===== config.mk =====
export PLATFORM = sky130hd
export DESIGN_NAME = linescan_timing_ctrl
export DESIGN_NICKNAME = d
export VERILOG_FILES = /design/src/rtl/lsc_pkg.sv /design/src/rtl/lsc_sclk_gen.sv /design/src/rtl/lsc_scan_seq.sv /design/src/rtl/lsc_pix_strobe.sv /design/src/rtl/linescan_timing_ctrl.sv
export SDC_FILE = /design/constraint.sdc
export NUM_CORES = 1
export LEC_CHECK = 0
export ABC_AREA = 1
export BUFFER_PORTS_ARGS = -buffer_cell sky130_fd_sc_hd__buf_4
export CAP_MARGIN = 25
export CORE_MARGIN = 4
export CORE_UTILIZATION = 54
export CTS_CLUSTER_DIAMETER = 30
export CTS_CLUSTER_SIZE = 20
export DETAILED_ROUTE_END_ITERATION = 7
export PLACE_DENSITY = 0.82
export SLEW_MARGIN = 15
export SYNTH_ARGS = -nofsm -noshare
export SYNTH_HDL_FRONTEND = slang
export SYNTH_SLANG_ARGS = --single-unit

===== constraint.sdc =====
create_clock -name clk -period 2.45 [get_ports clk]
set_input_delay 0.49 -clock clk [delete_from_list [all_inputs] [get_ports clk]]
set_output_delay 0.49 -clock clk [all_outputs]
set_load 0.05 [all_outputs]

===== src/rtl/lsc_pkg.sv =====
package lsc_pkg;
  typedef enum logic {
    MODE_SERIAL   = 1'b0,
    MODE_PARALLEL = 1'b1
  } scan_mode_e;
endpackage


===== src/rtl/lsc_sclk_gen.sv =====
// Sensor clock divider: free-running while enabled, phase length clamped.
module lsc_sclk_gen #(
  parameter int HALF_W   = 8,
  parameter int MIN_HALF = 9
) (
  input  logic              clk,
  input  logic              rst_n,
  input  logic              en,
  input  logic [HALF_W-1:0] cfg_half,
  output logic              sclk,
  output logic              rise_evt,
  output logic              fall_evt
);
  localparam logic [HALF_W-1:0] HALF_FLOOR = HALF_W'(MIN_HALF);

  logic [HALF_W-1:0] half_eff;
  logic [HALF_W-1:0] cnt_q, cnt_d;
  logic              sclk_q, sclk_d;
  logic              tick;

  always_comb begin
    half_eff = (cfg_half < HALF_FLOOR) ? HALF_FLOOR : cfg_half;
    tick     = en && (cnt_q >= (half_eff - HALF_W'(1)));
    rise_evt = tick && !sclk_q;
    fall_evt = tick &&  sclk_q;
  end

  always_comb begin
    cnt_d  = cnt_q;
    sclk_d = sclk_q;
    if (!en) begin
      cnt_d  = '0;
      sclk_d = 1'b0;
    end else if (tick) begin
      cnt_d  = '0;
      sclk_d = !sclk_q;
    end else begin
      cnt_d  = cnt_q + HALF_W'(1);
    end
  end

  always_ff @(posedge clk or negedge rst_n) begin
    if (!rst_n) begin
      cnt_q  <= '0;
      sclk_q <= 1'b0;
    end else begin
      cnt_q  <= cnt_d;
      sclk_q <= sclk_d;
    end
  end

  assign sclk = sclk_q;

  AST_SCLK_OFF: assert property (@(posedge clk) disable iff (!rst_n)
    !en |=> !sclk_q);
endmodule


===== src/rtl/lsc_scan_seq.sv =====
// Start/hold generation, edge counting, period timer and scan end.
module lsc_scan_seq
  import lsc_pkg::*;
#(
  parameter int PIX   = 768,
  parameter int PER_W = 20,
  parameter int IDX_W = 11
) (
  input  logic             clk,
  input  logic             rst_n,
  input  logic             en,
  input  scan_mode_e       cfg_mode,
  input  logic [PER_W-1:0] cfg_period,
  input  logic             sclk,
  input  logic             rise_evt,
  input  logic             fall_evt,
  output logic             si,
  output logic             busy,
  output logic             done,
  output scan_mode_e       mode,
  output logic             pix_evt,
  output logic [IDX_W-1:0] pix_num
);
  localparam logic [PER_W-1:0] SER_LEN = PER_W'(2 * PIX + 1);
  localparam logic [PER_W-1:0] PAR_LEN = PER_W'(PIX + 1);
  localparam logic [PER_W-1:0] ONE     = PER_W'(1);

  logic             si_q, si_d;
  logic             busy_q, busy_d;
  logic             done_q, done_d;
  logic             started_q, started_d;
  logic [PER_W-1:0] edge_q, edge_d;
  logic [PER_W-1:0] per_q, per_d;
  logic [PER_W-1:0] len_q, len_d;
  scan_mode_e       mode_q, mode_d;

  logic [PER_W-1:0] len_sel, per_sel;
  logic             due;

  always_comb begin
    len_sel = (cfg_mode == MODE_PARALLEL) ? PAR_LEN : SER_LEN;
    per_sel = (cfg_period < len_sel) ? len_sel : cfg_period;
    due     = !started_q || (edge_q >= per_q);
  end

  always_comb begin
    si_d      = si_q;
    busy_d    = busy_q;
    done_d    = 1'b0;
    started_d = started_q;
    edge_d    = edge_q;
    per_d     = per_q;
    len_d     = len_q;
    mode_d    = mode_q;
    if (!en) begin
      si_d      = 1'b0;
      busy_d    = 1'b0;
      started_d = 1'b0;
      edge_d    = '0;
    end else begin
      if (fall_evt) begin
        if (si_q) begin
          si_d = 1'b0;
        end else if (due) begin
          si_d      = 1'b1;
          busy_d    = 1'b1;
          started_d = 1'b1;
          mode_d    = cfg_mode;
          per_d     = per_sel;
          len_d     = len_sel;
        end
      end
      if (rise_evt) begin
        if (si_q) begin
          edge_d = ONE;
        end else begin
          if (edge_q != '1) edge_d = edge_q + ONE;
          if (busy_q && (edge_q + ONE == len_q)) begin
            done_d = 1'b1;
            busy_d = 1'b0;
          end
        end
      end
    end
  end

  always_ff @(posedge clk or negedge rst_n) begin
    if (!rst_n) begin
      si_q      <= 1'b0;
      busy_q    <= 1'b0;
      done_q    <= 1'b0;
      started_q <= 1'b0;
      edge_q    <= '0;
      per_q     <= SER_LEN;
      len_q     <= SER_LEN;
      mode_q    <= MODE_SERIAL;
    end else begin
      si_q      <= si_d;
      busy_q    <= busy_d;
      done_q    <= done_d;
      started_q <= started_d;
      edge_q    <= edge_d;
      per_q     <= per_d;
      len_q     <= len_d;
      mode_q    <= mode_d;
    end
  end

  // a pixel appears on the output after every edge from the sampling edge
  // up to, but not including, the terminating edge
  always_comb begin
    pix_evt = en && rise_evt && (si_q || (busy_q && (edge_q + ONE < len_q)));
    pix_num = si_q ? '0 : edge_q[IDX_W-1:0];
  end

  assign si   = si_q;
  assign busy = busy_q;
  assign done = done_q;
  assign mode = mode_q;

  AST_SI_RISE_LOW: assert property (@(posedge clk) disable iff (!rst_n)
    $rose(si_q) |-> !sclk);
  AST_SI_FALL_EDGE: assert property (@(posedge clk) disable iff (!rst_n)
    ($fell(si_q) && $past(en)) |-> $fell(sclk));
  AST_DONE_PULSE: assert property (@(posedge clk) disable iff (!rst_n)
    done_q |=> !done_q);
  AST_DONE_IDLE: assert property (@(posedge clk) disable iff (!rst_n)
    done_q |-> (!busy_q && sclk));
endmodule


===== src/rtl/lsc_pix_strobe.sv =====
// Delays each pixel event by the settling time and emits the sample strobe.
module lsc_pix_strobe
  import lsc_pkg::*;
#(
  parameter int PIX    = 768,
  parameter int SETTLE = 16,
  parameter int IDX_W  = 11
) (
  input  logic             clk,
  input  logic             rst_n,
  input  logic             en,
  input  scan_mode_e       mode,
  input  logic             busy,
  input  logic             pix_evt,
  input  logic [IDX_W-1:0] pix_num,
  output logic             pix_valid,
  output logic [IDX_W-1:0] pix_idx,
  output logic [1:0]       pix_sect
);
  localparam int CW = $clog2(SETTLE + 1);
  localparam logic [CW-1:0]    CNT_LOAD = CW'(SETTLE);
  localparam logic [IDX_W-1:0] SECT_LIM = IDX_W'(PIX);

  logic             pend_q, pend_d;
  logic [CW-1:0]    cnt_q, cnt_d;
  logic [IDX_W-1:0] num_q, num_d;
  scan_mode_e       pmode_q, pmode_d;
  logic             valid_q, valid_d;
  logic [IDX_W-1:0] idx_q, idx_d;
  logic [1:0]       sect_q, sect_d;
  logic [1:0]       sect_calc;

  always_comb begin
    if (pmode_q == MODE_PARALLEL) sect_calc = 2'b11;
    else if (num_q < SECT_LIM)    sect_calc = 2'b01;
    else                          sect_calc = 2'b10;
  end

  always_comb begin
    pend_d  = pend_q;
    cnt_d   = cnt_q;
    num_d   = num_q;
    pmode_d = pmode_q;
    valid_d = 1'b0;
    idx_d   = idx_q;
    sect_d  = sect_q;
    if (!en) begin
      pend_d = 1'b0;
    end else if (pix_evt) begin
      pend_d  = 1'b1;
      cnt_d   = CNT_LOAD;
      num_d   = pix_num;
      pmode_d = mode;
    end else if (pend_q) begin
      cnt_d = cnt_q - CW'(1);
      if (cnt_q == CW'(1)) begin
        pend_d  = 1'b0;
        valid_d = 1'b1;
        idx_d   = num_q;
        sect_d  = sect_calc;
      end
    end
  end

  always_ff @(posedge clk or negedge rst_n) begin
    if (!rst_n) begin
      pend_q  <= 1'b0;
      cnt_q   <= '0;
      num_q   <= '0;
      pmode_q <= MODE_SERIAL;
      valid_q <= 1'b0;
      idx_q   <= '0;
      sect_q  <= 2'b00;
    end else begin
      pend_q  <= pend_d;
      cnt_q   <= cnt_d;
      num_q   <= num_d;
      pmode_q <= pmode_d;
      valid_q <= valid_d;
      idx_q   <= idx_d;
      sect_q  <= sect_d;
    end
  end

  assign pix_valid = valid_q;
  assign pix_idx   = idx_q;
  assign pix_sect  = sect_q;

  AST_STROBE_IN_SCAN: assert property (@(posedge clk) disable iff (!rst_n)
    valid_q |-> busy);
  AST_STROBE_PULSE: assert property (@(posedge clk) disable iff (!rst_n)
    valid_q |=> !valid_q);
  AST_PAR_IDX_RANGE: assert property (@(posedge clk) disable iff (!rst_n)
    (valid_q && sect_q == 2'b11) |-> (idx_q < SECT_LIM));
endmodule


===== src/rtl/linescan_timing_ctrl.sv =====
// Top: reset synchroniser, clock divider, scan sequencer and strobe timing.
module linescan_timing_ctrl
  import lsc_pkg::*;
#(
  parameter int PIX      = 768,
  parameter int HALF_W   = 8,
  parameter int PER_W    = 20,
  parameter int MIN_HALF = 9,
  parameter int SETTLE   = 16,
  localparam int IDX_W   = $clog2(2 * PIX)
) (
  input  logic              clk,
  input  logic              rst_n,
  input  logic              en,
  input  logic              cfg_parallel,
  input  logic [HALF_W-1:0] cfg_half,
  input  logic [PER_W-1:0]  cfg_period,
  output logic              sclk,
  output logic              si_a,
  output logic              hold_a,
  output logic              si_b,
  output logic              hold_b,
  output logic              busy,
  output logic              line_done,
  output logic              pix_valid,
  output logic [IDX_W-1:0]  pix_idx,
  output logic [1:0]        pix_sect
);
  logic [1:0] rst_sync_q;
  logic       rst_n_i;

  always_ff @(posedge clk or negedge rst_n) begin
    if (!rst_n) rst_sync_q <= 2'b00;
    else        rst_sync_q <= {rst_sync_q[0], 1'b1};
  end
  assign rst_n_i = rst_sync_q[1];

  logic             rise_evt, fall_evt;
  logic             si_int, busy_int;
  scan_mode_e       mode_q;
  logic             pix_evt;
  logic [IDX_W-1:0] pix_num;

  lsc_sclk_gen #(
    .HALF_W  (HALF_W),
    .MIN_HALF(MIN_HALF)
  ) u_clk (
    .clk     (clk),
    .rst_n   (rst_n_i),
    .en      (en),
    .cfg_half(cfg_half),
    .sclk    (sclk),
    .rise_evt(rise_evt),
    .fall_evt(fall_evt)
  );

  lsc_scan_seq #(
    .PIX  (PIX),
    .PER_W(PER_W),
    .IDX_W(IDX_W)
  ) u_seq (
    .clk       (clk),
    .rst_n     (rst_n_i),
    .en        (en),
    .cfg_mode  (scan_mode_e'(cfg_parallel)),
    .cfg_period(cfg_period),
    .sclk      (sclk),
    .rise_evt  (rise_evt),
    .fall_evt  (fall_evt),
    .si        (si_int),
    .busy      (busy_int),
    .done      (line_done),
    .mode      (mode_q),
    .pix_evt   (pix_evt),
    .pix_num   (pix_num)
  );

  lsc_pix_strobe #(
    .PIX   (PIX),
    .SETTLE(SETTLE),
    .IDX_W (IDX_W)
  ) u_stb (
    .clk      (clk),
    .rst_n    (rst_n_i),
    .en       (en),
    .mode     (mode_q),
    .busy     (busy_int),
    .pix_evt  (pix_evt),
    .pix_num  (pix_num),
    .pix_valid(pix_valid),
    .pix_idx  (pix_idx),
    .pix_sect (pix_sect)
  );

  // hold rides with the start pulse; section B's start only in parallel scans
  assign si_a   = si_int;
  assign hold_a = si_int;
  assign hold_b = si_int;
  assign si_b   = si_int && (mode_q == MODE_PARALLEL);
  assign busy   = busy_int;

  AST_SIB_SERIAL_LOW: assert property (@(posedge clk) disable iff (!rst_n_i)
    (busy_int && mode_q == MODE_SERIAL) |-> !si_b);
endmodule


---- After elaboration in Yosys (flattened, before gate mapping) ----
Index checks and enable logic that the tools add are counted.
cells by class
  order comparisons ....................... 6
  shift-type cells ........................ 0
  reduce and logical (&&, ||, !) cells .... 19
  muxes and demuxes ....................... 43
  equal/unequal tests ..................... 9
  bitwise gates (word level) .............. 2
  div/mod/pow operators ................... 0
  $mul .................................... 0
  $add $sub $neg .......................... 4
operator list
  operator               count
  $mux 20                5
  $lt 20x20->1           2
  $mux 1                 29
  $mux 8                 3
  $mux 11                2
  $add 20x1->20 const B  1
  $eq 20x20->1           1
  $ge 20x20->1           1
  $ne 20x20->1 const B   1
  $lt 11x10->1 const B   1
  $mux 5                 2
  $add 8x1->8 const B    1
  $ge 8x8->1             1
  $logic_and 1x1->1      8
  $lt 8x4->1 const B     1
  $ne 2x1->1 const B     4
  $reduce_and 4->1       2
  $sub 8x1->8 const B    1
  $reduce_and 2->1       3
  $eq 5x1->1 const B     1
  $sub 5x1->5 const B    1
  $mux 2                 2
  $ne 3x1->1 const B     1
  $reduce_and 3->1       1
  5 further kinds        8
storage, ports and cells
  logic and storage cells ................. 101
  output and inout port bits .............. 21
  latch bits .............................. 0
  RAM bits ................................ 0
  register bits after elaboration ......... 108
  memories kept ........................... 0
  ROM bits ................................ 0
  input port bits ......................... 32

---- Depth between registers and ports, before layout ----
  word-level depth ........................ 11
  mapped depth ............................ 22
  gate-level depth less buffers ........... 21

---- Hierarchy ----
Synthesis repeated with hierarchy kept, for this count alone.
unflattened totals
  cells, all modules ...................... 714
  area total of the unflattened synthesis .. 5476.5 um^2
by module, submodules not included
  module                times used  area an instance (um^2)  sequential area each (um^2)  cells an instance
  lsc_scan_seq          1           3308.2                   1156.1                       452
  lsc_pix_strobe        1           1315.0                   800.8                        150
  lsc_sclk_gen          1           777.0                    225.2                        105
  linescan_timing_ctrl  1           76.3                     50.0                         7

---- Worst setup path after synthesis ----
Ideal clock, no wire load.
  kind .................................... input to register
  start point ............................. input port cfg_half[2]
  end point ............................... register u_seq.per_q[1]
  arrival time ............................ 3.272 ns
  data required time ...................... 2.319 ns
  buffers on the path ..................... 1
  stages .................................. 20
  setup slack ............................. -0.953 ns
  cells stage by stage .................... nor3_1 -> inv_1 -> a21oi_1 -> inv_1 -> nand2_1 -> ha_1 -> nand2_1 -> nor3_1 -> xor2_1 -> ha_1 -> nand2_1 -> nor2_1 -> nand4_1 -> o2111ai_1 -> nand2_1 -> nor2_1 -> nand3_1 -> clkinv_1 -> clkbuf_1 -> o21ai_0
on the way
  cells in the longest elaborated chain, start to end .. 7
ends and longest elaborated chain
  element                              line                        RTL
  start, declared                      linescan_timing_ctrl.sv:16  input logic [HALF_W-1:0] cfg_half,
  $lt 8x4->1                           lsc_sclk_gen.sv:22          half_eff = (cfg_half < HALF_FLOOR) ? HALF_FLOOR : cfg_half;
  $mux 8 *                             lsc_sclk_gen.sv:22
  $sub 8x1->8 *                        lsc_sclk_gen.sv:23          tick = en && (cnt_q >= (half_eff - HALF_W'(1)));
  $ge 8x8->1 *                         lsc_sclk_gen.sv:23
  $logic_and 1x1->1 *                  lsc_sclk_gen.sv:23
  $logic_and 1x1->1 *                  lsc_sclk_gen.sv:25          fall_evt = tick && sclk_q;
  $reduce_and 4->1 (no source line) *  n/a
  end signal, assigned                 lsc_scan_seq.sv:103         per_q <= per_d;
  end, declared                        lsc_scan_seq.sv:33          logic [PER_W-1:0] per_q, per_d;
Mark *: on every way between the ends. The rest lies on a longest branch, timed or not.
A chain may end at the register's enable or synchronous reset.

---- Worst setup path after layout ----
  start point ............................. input port cfg_half[5]
  end point ............................... register u_stb.idx_q[10] (netlist: u_stb.pix_idx[10])
on the way
  cells in the longest elaborated chain, start to end .. 10
ends and longest elaborated chain
  element                              line                  RTL
  $lt 8x4->1                           lsc_sclk_gen.sv:22
  $mux 8 *                             lsc_sclk_gen.sv:22
  $sub 8x1->8 *                        lsc_sclk_gen.sv:23
  $ge 8x8->1 *                         lsc_sclk_gen.sv:23
  $logic_and 1x1->1 *                  lsc_sclk_gen.sv:23
  $logic_and 1x1->1 *                  lsc_sclk_gen.sv:24    rise_evt = tick && !sclk_q;
  $logic_and 1x1->1 * (2 in series)    lsc_scan_seq.sv:112   pix_evt = en && rise_evt && (si_q || (busy_q && (edge_q + ONE < len_q)));
  $not 1->1 (no source line) *         n/a
  $reduce_and 4->1 (no source line) *  n/a
  end signal, assigned                 lsc_pix_strobe.sv:80  idx_q <= idx_d;
  end, declared                        lsc_pix_strobe.sv:29  logic [IDX_W-1:0] idx_q, idx_d;
Marks and branches as above.

==> results.ini <==
[run_status]
status=finished with violations
violations=setup timing

[power]
powerDensity_nw_per_um2=423
p_leak_nw=3.60
peakVddDrop_v=0.000247
totalPowerFinal_mw=3.01

[synthesis]
synth-edff-count=0
ys_ff_latch=89
synth_warnings=0
synth_top_cell_area_share=0.404
synth_nets=750
syn_area_per_cell_um2=7.75
synthFlopType=dfrtp_1
synth.distinct_cells=39
synth_top_cell_by_area=dfrtp_1
yosysSeqAreaShare=0.424
synth.area.top_cells=dfrtp_1 40%, nand2_1 13%, ha_1 9.0%
synth_cells=680
syn_area_um2=5270
async_flop_share=1.00

[sta]
clock_skew_ns=0.0164
fin_crit_sh=1.22
fin_crit_ns=2.99
slew_viol_final=0
max_freq_mhz=335
relSlewSlack=0.560
setup_slack_ns=-0.537
setup_viol=87
rsz0062_at_grt=true
worst_pin_slew_ns=0.656
hold_violations=0
holdWs_ns=0.238

[global_route]
overflow=0
grt_pass1_vias=5239
grt_max_degree=64
grt_pass1_wl_um=24400
grt_use_total=0.268
antenna_found_initial=0

[cts]
root_buffer=clkbuf_8
clkSinkCount=89
h-tree-depth=3
cts_inserted_buffers=9
clk_latency_ns=0.37
cts_tree=yes
clk_pin_slew_ns=0.09
cts_max_path_buffers=2

[cells_and_area]
fin_nets=874
syn_to_final_growth_pct=35.3
regArea_um2=2240
fin_area_um2=7130
multi_input_comb_area_um2=3050
finalNonFillerCells=938
final_util=0.761
num_antenna_cells=0
drive_gt1_frac=0.313
fillers=626

[placement]
placed_area_um2=6210
placedCellCount=893
io_buffers=52
gp_congestion=0.922
hpwl_um=10100

[route]
drc_errors=0
wl_per_cell_um=16.3
postRouteAntennaNets=0
dr.pass1.iters=5
initialDrtViolationCount=364
num_vias=5235
wirelength_um=15300
via_per_inst=5.58

[die]
die_y_um=107
std_cell_rows=35
initial_core_util=0.562
top_level_ports=53
die-area_um2=11400
die_w_um=107
coreArea_um2=9370

[critical_path]
cp.required_ns=2.70
endpoint_kind=flop
critPathLaunchType=input port
critical_path_class=in2reg
worstPathArrival_ns=3.23
worstPathMaxFanout=7

[min_path]
hp-class=reg2async

[job]
drv_cap=0

[layer usage]
| metal | up-vias | global-route usage | routed length [µm] |
|---|---|---|---|
| met5 | - | 0 | 0 |
| met4 | 0 | 0.0986 | 413 |
| met3 | 38 | 0.0590 | 857 |
| met2 | 193 | 0.481 | 7970 |
| met1 | 2523 | 0.313 | 6060 |
| li1 | 2481 | - | - |
[power by group]
group	internal [mW]	total (mW)	leakage (nW)	switching (mW)
Combinational	0.181	0.427	2.37	0.247
Clock	0.478	1.04	0.0962	0.563
Sequential	1.51	1.54	1.13	0.0313
[state kept, by name, indices dropped and copies added (netlist names)]
| signal | flops |
|---|---|
| rst_sync_q | 2 |
| u_clk.cnt_q | 8 |
| u_clk.sclk | 1 |
| u_seq.busy | 1 |
| u_seq.done | 1 |
| u_seq.edge_q | 20 |
| u_seq.len_q | 2 |
| u_seq.per_q | 20 |
| u_seq.si | 1 |
| u_seq.started_q | 1 |
| u_stb.cnt_q | 5 |
| u_stb.num_q | 11 |
| u_stb.pend_q | 1 |
| u_stb.pix_idx | 11 |
| u_stb.pix_sect | 2 |
| u_stb.pix_valid | 1 |
| u_stb.pmode_q | 1 |
[Yosys cell counts, types with 2 or more instances]
cell / number
and3_1: 2
nand2_2: 3
or2_2: 2
dfrtp_1: 85
nor4_1: 2
xor2_1: 10
nand4_1: 26
nor3_1: 8
nand3_1: 45
inv_1: 79
clkinv_1: 4
xnor2_1: 4
o21ai_1: 13
ha_1: 38
dfstp_2: 4
a21oi_1: 18
nor2_4: 2
buf_4: 4
nor2_1: 55
nor3b_1: 2
nand2_1: 185
clkbuf_1: 10
nor2_2: 6
buf_2: 4
o31ai_1: 13
o21ai_0: 43
[per-stage QoR]
stage | setup WS [ns] | setup TNS, ns
after CTS | -0.386 | -26.47
after detailed placement | -0.914 | -69.16
after floorplan | -0.542 | -35.81
after global placement | -0.749 | -57.85
final | -0.537 | -38.43
after global routing | -0.680 | -49.97
[final cells by class]
cell class	count	area share
multi-input cells	490	0.428
flip-flops and latches	89	0.314
repair buffers	128	0.156
inverters	84	0.0481
well taps	129	0.0226
clock buffers	9	0.0174
clock inverters	7	0.0107
repair inverters	2	0.00351
[critical path, stage by stage]
cell       delay (ns)
buf_4            0.09
inv_1            0.06
nand3_2          0.11
a21oi_4          0.05
buf_6            0.11
nor2_1           0.26
ha_4             0.22
nand2_4          0.06
nor3_4           0.16
xor2_1           0.08
ha_1             0.29
nand2_2          0.11
nor2_4           0.12
nand4_1          0.14
o2111ai_4        0.12
nand3_2          0.17
inv_4            0.13
nand2_4          0.11
buf_8            0.16
nand4_1          0.08
nand2_1          0.10
[logic make-up after synthesis]
logic type	count (synthesis)	share of synthesized area
compound gates	92	0.0969
xor+xnor	14	0.0233
fa+ha+maj	38	0.0902
buf+inv	103	0.0786
flops	89	0.424
other cells	1	0.000712
simple gates	343	0.287
[worst paths after layout]
kind	start	to	slack (ns)	cells after the start
worst max-delay path	cfg_half[5]	u_stb.pix_idx[10]	-0.54	21
worst min-delay path	rst_sync_q[1]	u_seq.edge_q[7]	0.24	0
worst max register to register	u_seq.edge_q[0]	u_stb.pix_idx[10]	-0.30	18
worst min register to register	rst_sync_q[1]	u_seq.edge_q[7]	0.24	0
max in group asynchronous	rst_sync_q[1]	u_seq.per_q[0]	1.52	1
min in group clk	cfg_period[15]	u_seq.per_q[15]	0.33	3
[cell usage in the layout (no fill, tap or decap), types with 3 or more instances in the layout]
cell type / n
nand3_4: 4
buf_12: 4
xnor2_1: 3
inv_1: 74
nand2_4: 9
nand3_1: 31
buf_8: 3
nand3_2: 12
a21oi_1: 16
nor2_4: 5
o21ai_0: 12
o21ai_1: 34
clkinv_8: 3
o31ai_2: 12
buf_6: 10
dfstp_2: 4
nor2_1: 50
xor2_1: 9
o21ai_2: 10
nand2_1: 157
inv_2: 5
buf_4: 108
nand4_1: 26
nor3_1: 6
ha_1: 36
dfrtp_1: 84
nand2_2: 24
nor2_2: 8
clkbuf_8: 9
[timing repair]
action,in CTS,in global routing
hold buffers,1,0
resized for setup,93,54
endpoints found under the hold margin,2,0
endpoints found under the setup margin,87,87
pin swaps,16,16
cloned,8,0
setup buffers,17,7
Note: power is estimated with default switching activity, not from simulation.
